**src/rtl/serial_rx16_pkg.sv**
```systemverilog
package serial_rx16_pkg;

    typedef enum logic [2:0] {
        ST_IDLE,
        ST_START,
        ST_DATA,
        ST_PARITY,
        ST_STOP
    } rx_state_t;

    typedef struct packed {
        logic [1:0] len;
        logic       par_off;
        logic       par_even;
    } rx_cfg_t;

endpackage

```
**src/rtl/serial_rx16_sync.sv**
```systemverilog
module serial_rx16_sync #(
    parameter int STAGES = 2
) (
    input  logic clk,
    input  logic mreset,
    input  logic din,
    output logic rx_s,
    output logic fall
);
    logic [STAGES-1:0] chain;
    logic              prev;

    always_ff @(posedge clk) begin
        if (mreset) begin
            chain <= '1;
            prev  <= 1'b1;
        end else begin
            chain <= {chain[STAGES-2:0], din};
            prev  <= chain[STAGES-1];
        end
    end

    assign rx_s = chain[STAGES-1];
    assign fall = prev & ~rx_s;

endmodule

```
**src/rtl/serial_rx16_fsm.sv**
```systemverilog
module serial_rx16_fsm
    import serial_rx16_pkg::*;
#(
    parameter int OSR  = 16,
    parameter int DMAX = 8
) (
    input  logic            clk,
    input  logic            mreset,
    input  logic            rx_s,
    input  logic            fall,
    input  rx_cfg_t         cfg_in,
    output logic            xfer,
    output logic [DMAX-1:0] word,
    output logic            par_bad,
    output logic            stop_ok,
    output rx_cfg_t         cfg_q
);
    localparam int CW   = $clog2(OSR);
    localparam int BW   = $clog2(DMAX);
    localparam int MINB = DMAX - 3;
    localparam logic [CW-1:0] MID  = CW'(OSR / 2 - 1);
    localparam logic [CW-1:0] LAST = CW'(OSR - 1);

    rx_state_t       state_q, state_d;
    logic [CW-1:0]   cnt;
    logic [BW-1:0]   bit_idx;
    logic [BW-1:0]   last_idx;
    logic [DMAX-1:0] shreg;
    logic            par_acc;
    logic            centre;

    assign last_idx = BW'(MINB - 1) + BW'(cfg_q.len);
    assign centre   = (state_q == ST_START) ? (cnt == MID) : (cnt == LAST);

    // state register
    always_ff @(posedge clk) begin
        if (mreset) state_q <= ST_IDLE;
        else        state_q <= state_d;
    end

    // next-state logic
    always_comb begin
        state_d = state_q;
        unique case (state_q)
            ST_IDLE:   if (fall) state_d = ST_START;
            ST_START:  if (centre) state_d = rx_s ? ST_IDLE : ST_DATA;
            ST_DATA:   if (centre && bit_idx == last_idx)
                           state_d = cfg_q.par_off ? ST_STOP : ST_PARITY;
            ST_PARITY: if (centre) state_d = ST_STOP;
            ST_STOP:   if (centre) state_d = ST_IDLE;
            default:   state_d = ST_IDLE;
        endcase
    end

    // datapath: oversample counter, bit index, shifter, parity accumulator
    always_ff @(posedge clk) begin
        if (mreset) begin
            cnt     <= '0;
            bit_idx <= '0;
            shreg   <= '0;
            par_acc <= 1'b0;
            cfg_q   <= '0;
        end else begin
            if (state_q == ST_IDLE || centre) cnt <= '0;
            else                              cnt <= cnt + 1'b1;

            if (state_q == ST_IDLE && fall) begin
                cfg_q   <= cfg_in;
                bit_idx <= '0;
                shreg   <= '0;
                par_acc <= 1'b0;
            end
            if (state_q == ST_DATA && centre) begin
                shreg   <= {rx_s, shreg[DMAX-1:1]};
                par_acc <= par_acc ^ rx_s;
                bit_idx <= bit_idx + 1'b1;
            end
            if (state_q == ST_PARITY && centre) par_acc <= par_acc ^ rx_s;
        end
    end

    // outputs
    always_comb begin
        xfer    = (state_q == ST_STOP) && centre;
        word    = shreg >> (DMAX - 1 - int'(last_idx));
        stop_ok = rx_s;
        if (cfg_q.par_off) par_bad = 1'b0;
        else               par_bad = cfg_q.par_even ? par_acc : ~par_acc;
    end

    // a start bit high at its middle returns the engine to idle
    a_r2_noise_to_idle: assert property (@(posedge clk) disable iff (mreset)
        (state_q == ST_START && cnt == MID && rx_s) |=> (state_q == ST_IDLE));

    // idle is left only on a detected falling edge
    a_r1_idle_waits_edge: assert property (@(posedge clk) disable iff (mreset)
        (state_q == ST_IDLE && !fall) |=> (state_q == ST_IDLE));

    // the stop-bit middle hands control back to idle
    a_r11_stop_to_idle: assert property (@(posedge clk) disable iff (mreset)
        xfer |=> (state_q == ST_IDLE));

endmodule

```
**src/rtl/serial_rx16_flags.sv**
```systemverilog
module serial_rx16_flags
    import serial_rx16_pkg::*;
#(
    parameter int DMAX = 8
) (
    input  logic            clk,
    input  logic            mreset,
    input  logic            xfer,
    input  logic [DMAX-1:0] word,
    input  logic            par_bad,
    input  logic            stop_ok,
    input  rx_cfg_t         cfg_q,
    input  logic            dr_clr_n,
    output logic [DMAX-1:0] rx_data,
    output logic            rx_ready,
    output logic            err_overrun,
    output logic            err_frame,
    output logic            err_parity
);
    localparam int MINB = DMAX - 3;

    logic xfer_d;
    logic stop_q;
    int   nbits;

    assign nbits = MINB + int'(cfg_q.len);

    // receive buffer: never touched by master reset
    always_ff @(posedge clk) begin
        if (!mreset && xfer) rx_data <= word;
    end

    always_ff @(posedge clk) begin
        if (mreset) begin
            xfer_d      <= 1'b0;
            stop_q      <= 1'b1;
            rx_ready    <= 1'b0;
            err_overrun <= 1'b0;
            err_frame   <= 1'b0;
            err_parity  <= 1'b0;
        end else begin
            xfer_d <= xfer;
            if (xfer) begin
                err_overrun <= rx_ready;
                err_parity  <= par_bad;
                stop_q      <= stop_ok;
            end
            if (xfer_d) begin
                rx_ready  <= 1'b1;
                err_frame <= ~stop_q;
            end else if (!dr_clr_n) begin
                rx_ready <= 1'b0;
            end
        end
    end

    a_r7_overrun_on_uncleared: assert property (@(posedge clk) disable iff (mreset)
        (xfer && rx_ready) |=> err_overrun);

    a_r8_ready_after_load: assert property (@(posedge clk) disable iff (mreset)
        xfer |=> ##1 rx_ready);

    a_r9_frame_from_stop: assert property (@(posedge clk) disable iff (mreset)
        (xfer && !stop_ok) |=> ##1 err_frame);

    a_r10_clear_ready: assert property (@(posedge clk) disable iff (mreset)
        (!dr_clr_n && !xfer_d) |=> !rx_ready);

    a_r6_parity_off_low: assert property (@(posedge clk) disable iff (mreset)
        (xfer && cfg_q.par_off) |=> !err_parity);

    a_r3_high_bits_zero: assert property (@(posedge clk) disable iff (mreset)
        xfer |=> ((rx_data >> nbits) == '0));

    a_r12_reset_clears: assert property (@(posedge clk)
        mreset |=> (!rx_ready && !err_overrun && !err_frame && !err_parity));

endmodule

```
**src/rtl/serial_rx16.sv**
```systemverilog
module serial_rx16
    import serial_rx16_pkg::*;
#(
    parameter int OSR     = 16,
    parameter int DMAX    = 8,
    parameter int SYNC_ST = 2
) (
    input  logic            clk,
    input  logic            mreset,
    input  logic            rx_in,
    input  logic [1:0]      len_sel,
    input  logic            par_off,
    input  logic            par_even,
    input  logic            dr_clr_n,
    output logic [DMAX-1:0] rx_data,
    output logic            rx_ready,
    output logic            err_overrun,
    output logic            err_frame,
    output logic            err_parity
);
    logic            rx_s;
    logic            fall;
    logic            xfer;
    logic [DMAX-1:0] word;
    logic            par_bad;
    logic            stop_ok;
    rx_cfg_t         cfg_in;
    rx_cfg_t         cfg_q;

    assign cfg_in = '{len: len_sel, par_off: par_off, par_even: par_even};

    serial_rx16_sync #(.STAGES(SYNC_ST)) u_sync (
        .clk    (clk),
        .mreset (mreset),
        .din    (rx_in),
        .rx_s   (rx_s),
        .fall   (fall)
    );

    serial_rx16_fsm #(.OSR(OSR), .DMAX(DMAX)) u_fsm (
        .clk     (clk),
        .mreset  (mreset),
        .rx_s    (rx_s),
        .fall    (fall),
        .cfg_in  (cfg_in),
        .xfer    (xfer),
        .word    (word),
        .par_bad (par_bad),
        .stop_ok (stop_ok),
        .cfg_q   (cfg_q)
    );

    serial_rx16_flags #(.DMAX(DMAX)) u_flags (
        .clk         (clk),
        .mreset      (mreset),
        .xfer        (xfer),
        .word        (word),
        .par_bad     (par_bad),
        .stop_ok     (stop_ok),
        .cfg_q       (cfg_q),
        .dr_clr_n    (dr_clr_n),
        .rx_data     (rx_data),
        .rx_ready    (rx_ready),
        .err_overrun (err_overrun),
        .err_frame   (err_frame),
        .err_parity  (err_parity)
    );

endmodule

```
**config.mk**
```make
export PLATFORM = sky130hd
export DESIGN_NAME = serial_rx16
export DESIGN_NICKNAME = d
export VERILOG_FILES = /design/src/rtl/serial_rx16_pkg.sv /design/src/rtl/serial_rx16_sync.sv /design/src/rtl/serial_rx16_fsm.sv /design/src/rtl/serial_rx16_flags.sv /design/src/rtl/serial_rx16.sv
export SDC_FILE = /design/constraint.sdc
export NUM_CORES = 1
export LEC_CHECK = 0
export CAP_MARGIN = 15
export CELL_PAD_IN_SITES_DETAIL_PLACEMENT = 1
export CELL_PAD_IN_SITES_GLOBAL_PLACEMENT = 2
export CORE_ASPECT_RATIO = 0.7
export CORE_UTILIZATION = 25
export DETAILED_ROUTE_END_ITERATION = 6
export PLACE_DENSITY_LB_ADDON = 0.1
export SLEW_MARGIN = 20
export SYNTH_ARGS = -nofsm -noshare
export SYNTH_HDL_FRONTEND = slang
export SYNTH_SLANG_ARGS = --single-unit
```
**constraint.sdc**
```tcl
create_clock -name clk -period 5.76 [get_ports clk]
set_input_delay 0.864 -clock clk [delete_from_list [all_inputs] [get_ports clk]]
set_output_delay 0.864 -clock clk [all_outputs]
set_load 0.01 [all_outputs]
```
==> results of run 1 <==
==> cell type report <==
type                            instances  area [um^2]  share of cell area, %
Tap cell                               94          118                   5.61
Timing Repair Buffer                   20          198                   9.42
Inverter                                4         15.0                  0.716
Multi-Input combinational cell        127          806                   38.4
Clock inverter                          1         5.00                  0.239
Sequential cell                        40          881                   42.0
Clock buffer                            7         76.3                   3.64
==> layout by cell type (no fill, tap or decap), types with 3 or more instances in the layout <==
cell type and instances:
sky130_fd_sc_hd__nand3_1 8, sky130_fd_sc_hd__dfxtp_1 32, sky130_fd_sc_hd__clkdlybuf4s50_1 19, sky130_fd_sc_hd__nor3_1 4
sky130_fd_sc_hd__a22oi_1 10, sky130_fd_sc_hd__or2_2 4, sky130_fd_sc_hd__inv_1 3, sky130_fd_sc_hd__o21ai_0 6
sky130_fd_sc_hd__nand2_1 10, sky130_fd_sc_hd__nor3b_1 4, sky130_fd_sc_hd__and3_1 3, sky130_fd_sc_hd__xnor2_1 3
sky130_fd_sc_hd__a21oi_1 9, sky130_fd_sc_hd__edfxtp_1 8, sky130_fd_sc_hd__clkbuf_8 5, sky130_fd_sc_hd__mux2i_1 14
sky130_fd_sc_hd__nor2_1 26
==> power by group <==
group	internal (mW)	switching [mW]	total [mW]	leakage [nW]
sequential	0.288	0.00683	0.294	0.333
clock	0.0851	0.0935	0.179	0.0422
combinational	0.0137	0.0159	0.0296	0.346
total	0.386	0.116	0.503	0.721
==> worst max path at each step <==
stage	slack, ns	to	startpoint
5_1_grt	3.38	u_flags.rx_data[6]	u_fsm.cnt[0]
3_5_place_dp	3.24	u_flags.rx_data[5]	mreset
2_1_floorplan	3.75	u_flags.rx_data[0]	mreset
6_report	3.58	u_flags.rx_data[7]	u_fsm.cnt[0]
4_1_cts	3.53	u_flags.rx_data[7]	u_fsm.cnt[0]
3_3_place_gp	3.35	u_flags.rx_data[7]	mreset
==> state kept, by name, summed over array words and instances, names as in the netlist <==
signal	count
u_flags.rx_data	8
u_fsm.state_q	3
u_sync.chain	2
u_fsm.cfg_q	4
u_fsm.shreg	8
u_sync.prev	1
u_flags.err_frame	1
u_flags.rx_ready	1
u_flags.err_parity	1
u_flags.stop_q	1
u_flags.xfer_d	1
u_fsm.par_acc	1
u_fsm.bit_idx	3
u_fsm.cnt	4
u_flags.err_overrun	1
==> worst max-delay path, stage by stage (launching register included) <==
cell and delay [ns]:
sky130_fd_sc_hd__dfxtp_1 0.36, sky130_fd_sc_hd__ha_1 0.28, sky130_fd_sc_hd__nand3_2 0.13, sky130_fd_sc_hd__or4_4 0.50, sky130_fd_sc_hd__nor2_1 0.55
==> metrics by stage <==
step | hold WS, ns | setup slack, ns
3_3_place_gp | 0.399 | 3.35
5_1_grt | 0.436 | 3.38
4_1_cts | 0.420 | 3.53
3_5_place_dp | 0.402 | 3.24
6_report | 0.418 | 3.58
2_1_floorplan | 0.389 | 3.75
==> kinds of logic after synthesis <==
group,Yosys count
AO/OA/AOI/OAI,33
XOR/XNOR,5
adder cells (fa/ha/maj),2
buffers and inverters,15
flip-flops,40
multiplexers,15
AND/OR/NAND/NOR,72
==> layer usage <==
layer	vias up	global-route usage, %
li1	672	-
met2	15	17.9
met5	-	0
met1	635	18.6
met4	0	3.33
met3	2	3.47
==> flow_summary.json, run 1 <==
{
  "synthDistinctLibCells": 41,
  "wl_per_cell_um": 14.3,
  "run_status": "finished, final reports clean",
  "detailed_place_hpwl_um": 3050,
  "ys_top_cells_by_count": "32 x sky130_fd_sc_hd__dfxtp_1, 26 x sky130_fd_sc_hd__nor2_1, 14 x sky130_fd_sc_hd__mux2i_1",
  "yosys_most_used_dff": "sky130_fd_sc_hd__dfxtp_1",
  "clock_latency_ns": 0.28,
  "crit_type": "flip-flop to flip-flop",
  "min_delay_path_depth": 1,
  "route.layer.met1.wl_um": 2360,
  "drcViolationCount": 0,
  "yosys.area_share.simple_pct": 21.1,
  "clock-skew-final_ns": 0.00348,
  "layout-area-overhead-vs-synth_pct": 19.0,
  "synthesis.yosys.warnings": 0,
  "grt_util_all_layers_pct": 12.6,
  "worstSetupEndpointType": "flip-flop",
  "floorplan.rows": 25,
  "yosysSeqAreaShare_pct": 50.0,
  "postSynthCellCount": 182,
  "average_cell_area_after_synthesis_um2": 9.69,
  "ratio_of_total_power_to_cell_area_nw_per_um2": 240,
  "grt_setup_unrepaired": "no",
  "synth_top_family_by_area": "simple AND/OR/NAND/NOR gates",
  "worst_margin_pin_slew_ns": 0.980,
  "horizontal_die_dimension_um": 102,
  "cts.htree.levels": 2,
  "antenna_cells": 0,
  "vias_post_dr": 1324,
  "min_from": "u_sync.chain[0]",
  "min_path_type": "flip-flop to flip-flop",
  "totalPowerFinal_uw": 503,
  "synth_area_leader_cell": "sky130_fd_sc_hd__dfxtp_1",
  "core_area_um2": 6790,
  "wirelength_um": 4200,
  "post_synth_main_area_contributors": "sky130_fd_sc_hd__dfxtp_1 36%, sky130_fd_sc_hd__edfxtp_1 14%, sky130_fd_sc_hd__mux2i_1 7.9%",
  "hold_path_end": "u_sync.chain[1]",
  "stdcell_area_um2": 2100,
  "initial_antenna_violation_count": 0,
  "yosysMostFrequentCell": "sky130_fd_sc_hd__dfxtp_1",
  "post_cts_resize_count": 0,
  "dpl.cell_count": 285,
  "initial_utilization_pct": 26.0,
  "finish.net_count": 208,
  "timing.max_slew.rel_slack_pct": 34.7,
  "maxCapViolCount": 0,
  "worst_setup_hold_path_clk_slew_ns": 0.07,
  "maximum_number_of_pins_on_one_net_before_global_route_repair": 33,
  "io_buffers": 19,
  "drt_iter0_markers": 60,
  "regToRegStartpoint": "u_fsm.cnt[0]",
  "cts-root-buf": "sky130_fd_sc_hd__clkbuf_8",
  "num_clock_sinks": 40,
  "rrSetupSlack_ns": 3.58,
  "worst_r2r_path_depth": 4,
  "yosysTopAreaCellShare_pct": 36.3,
  "grt_pass1_wl_um": 7000,
  "max_freq_mhz": 458,
  "synth_compound_gate_area_share_pct": 12.1,
  "post_cts_hold_buffer_count": 0,
  "placed_instance_area_um2": 2020,
  "post_cts_repair_timing_setup_buffer_count": 0,
  "async_reset_ff_share_pct": 0,
  "place_congestion": 0.713,
  "worstPathMaxFanout": 8,
  "wl_met3_um": 126,
  "synth.area.mux_share_pct": 8.59,
  "ant_nets": 0,
  "die-area_um2": 7400,
  "fin_util_pct": 30.9,
  "critPathArrivalTime_ns": 2.10,
  "timing_hold_violations_final": 0,
  "number_of_nets_produced_by_synthesis": 192,
  "critical_path.startpoint_type": "flip-flop",
  "dr.max_layer_used": "met4",
  "slew_violations": 0,
  "pin_count": 20,
  "leakage_power_of_the_design_nw": 0.721,
  "drive_gt1_share_pct": 8.54,
  "cts.path.max_buffers": 2,
  "worstPathRequired_ns": 5.68,
  "synth_adder_area_share_pct": 1.42,
  "non_filler_instance_count_after_layout": 293,
  "floorplan.die.height_um": 72.3,
  "ir_worst_vdd_uv": 89.9,
  "via_to_cell_ratio": 4.52,
  "synth-xor-area-share_pct": 2.48,
  "worstReg2RegEnd": "u_flags.rx_data[7]",
  "totalNegativeSetupSlack_ns": 0,
  "drt_pass1_iterations": 4,
  "synth_enable_flop_cells": 8,
  "cts_made_buffers": 5,
  "met2WireLength_um": 1700,
  "mappedNetlistArea_um2": 1760,
  "min_period_over_period_pct": 37.9,
  "final_period_minus_worst_setup_slack_ns": 2.18,
  "filler_cell_count": 802,
  "cts_tree": "done",
  "grt_pass1_vias": 1367,
  "overflow": 0,
  "total_of_flip_flops_plus_latches_after_synthesis": 40,
  "final-setup-viol-count": 0
}
(Power assumes the default switching activity.)
==> run 2, diff against run 1 <==
clock period = 2 ns   (was 5.76 ns; I/O delays follow)
==> run 2 against run 1 <==
- critical path depth grew 1
- maximum frequency grew 19%
- wire length grew 5.9%
- clock skew shrank 0.00083 ns
- sequential power grew to 2.9 times the previous value
- clock power grew to 3.2 times the previous value
- via count grew 4.4%
- global-route usage grew 1.0 points
==> flow_summary.json, run 2 (same netlist as run 1, synthesis figures left out) <==
{
  "cts-root-buf": "sky130_fd_sc_hd__clkbuf_8",
  "horizontal_die_dimension_um": 102,
  "antenna_cells": 0,
  "drt_iter0_markers": 50,
  "cts.path.max_buffers": 2,
  "initial_utilization_pct": 26.0,
  "ir_worst_vdd_uv": 274,
  "slew_violations": 0,
  "fin_util_pct": 32.5,
  "final_period_minus_worst_setup_slack_ns": 1.83,
  "post_cts_resize_count": 0,
  "floorplan.die.height_um": 72.3,
  "wirelength_um": 4450,
  "comb_power_share_pct": 7.1,
  "grt_setup_unrepaired": "no",
  "power.internal_mw": 1.16,
  "layout-area-overhead-vs-synth_pct": 25.1,
  "cts_made_buffers": 5,
  "fin_ws_ns": 0.174,
  "totalNegativeSetupSlack_ns": 0,
  "drive_gt1_share_pct": 13.8,
  "grt_util_all_layers_pct": 13.7,
  "regToRegStartpoint": "u_fsm.cnt[0]",
  "critical_path_destination": "u_flags.rx_data[7]",
  "core_area_um2": 6790,
  "worstPathRequired_ns": 2.00,
  "layout.cells.most_common_list": "32 x sky130_fd_sc_hd__dfxtp_1, 26 x sky130_fd_sc_hd__nor2_1, 19 x sky130_fd_sc_hd__clkdlybuf4s50_1",
  "drt_pass1_iterations": 4,
  "run_status": "finished, final reports clean",
  "max_freq_mhz": 548,
  "place_congestion": 0.769,
  "leakage_power_of_the_design_nw": 0.784,
  "rrSetupSlack_ns": 0.17,
  "timing.max_slew.rel_slack_pct": 70.5,
  "power_frac_clock_pct": 37.6,
  "power.sequential.fraction_pct": 55.3,
  "vias_post_dr": 1382,
  "post_cts_hold_buffer_count": 0,
  "num_clock_sinks": 40,
  "post_cts_repair_timing_setup_buffer_count": 0,
  "layout_top_registers": "u_flags.rx_data x8, u_fsm.shreg x8",
  "ant_nets": 0,
  "min_path_type": "flip-flop to flip-flop",
  "wl_per_cell_um": 14.7,
  "critical_path.startpoint_type": "flip-flop",
  "worst_r2r_path_depth": 5,
  "overflow": 0,
  "drcViolationCount": 0,
  "io_buffers": 19,
  "worst_setup_hold_path_clk_slew_ns": 0.08,
  "cts.htree.levels": 2,
  "final-setup-viol-count": 0,
  "p_switching_uw": 361,
  "worstSetupEndpointType": "flip-flop",
  "minimum_setup_slack_after_placement_ns": 0.173,
  "die-area_um2": 7400,
  "ratio_of_total_power_to_cell_area_nw_per_um2": 691,
  "grt_pass1_vias": 1417,
  "finish.net_count": 219,
  "critical_path_origin": "u_fsm.cnt[0]",
  "floorplan.rows": 25,
  "critPathArrivalTime_ns": 1.83,
  "timing_hold_violations_final": 0,
  "detailed_place_hpwl_um": 3210,
  "via_to_cell_ratio": 4.55,
  "worst_margin_pin_slew_ns": 0.442,
  "min_period_over_period_pct": 91.3,
  "worst_hold_slack_ns": 0.420,
  "worstPathMaxFanout": 8,
  "cts_tree": "done",
  "totalPowerFinal_mw": 1.52,
  "initial_antenna_violation_count": 0,
  "crit_type": "flip-flop to flip-flop",
  "grt_pass1_wl_um": 7490,
  "maximum_number_of_pins_on_one_net_before_global_route_repair": 33,
  "clock-skew-final_ns": 0.00265,
  "clock_latency_ns": 0.29,
  "pin_count": 20,
  "maxCapViolCount": 0,
  "switching_share_pct": 23.7,
  "worstReg2RegEnd": "u_flags.rx_data[7]",
  "final_common_cell": "sky130_fd_sc_hd__dfxtp_1"
}
[run 2: how the worst min path moves through the flow]
stage / start / end / slack [ns] / cells after the start
after CTS: u_sync.chain[0] / u_sync.chain[1] / 0.43 / 1
after global routing: u_sync.chain[0] / u_sync.chain[1] / 0.44 / 1
after detailed placement: u_sync.chain[0] / u_sync.chain[1] / 0.40 / 1
final: u_sync.chain[0] / u_sync.chain[1] / 0.42 / 1
after global placement: u_sync.chain[0] / u_sync.chain[1] / 0.40 / 1
after floorplan: u_sync.chain[0] / u_sync.chain[1] / 0.39 / 1
[run 2: final cells by class]
class                   instances  area, um^2
inverters                       4        15.0
well taps                      94         118
multi-input cells             127         806
clock inverters                 1        7.51
flip-flops and latches         40         881
clock buffers                   7        86.3
repair buffers                 31         293
fillers                       799        4580
[run 2: critical path, cell delays in order (launching register included)]
cell,delay (ns)
sky130_fd_sc_hd__dfxtp_1,0.36
sky130_fd_sc_hd__ha_1,0.26
sky130_fd_sc_hd__nand3_2,0.14
sky130_fd_sc_hd__or4_4,0.49
sky130_fd_sc_hd__nor2_1,0.11
sky130_fd_sc_hd__buf_4,0.17
[run 2: power groups by stage]
stage	clock network (mW)	logic, mW	registers (mW)
finish	0.573	0.108	0.843
global route	0.639	0.121	0.845
CTS	0.601	0.109	0.843
detailed placement	0	0.109	0.862
global placement	0	0.109	0.861
floorplan	0	0.0672	0.852
[run 2: stage by stage]
stage | instances | area (um^2)
after floorplan | 182 | 1760
after global placement | 296 | 2110
after detailed placement | 296 | 2110
after CTS | 304 | 2210
after global routing | 304 | 2210
final | 304 | 2210
[run 2: metal layers]
| metal | share of wire, % | up-vias | global-route usage (%) |
|---|---|---|---|
| met4 | 0.67 | 0 | 3.81 |
| met2 | 39 | 25 | 18.3 |
| met3 | 4.1 | 2 | 4.43 |
| li1 | - | 696 | - |
| met1 | 56 | 659 | 20.5 |
| met5 | 0 | - | 0 |
==> run 3, diff against run 2 <==
TNS_END_PERCENT = 5   (was not set)
==> results of run 3 <==
Same layout as run 2: the final DEF is identical, and so are final timing and power.
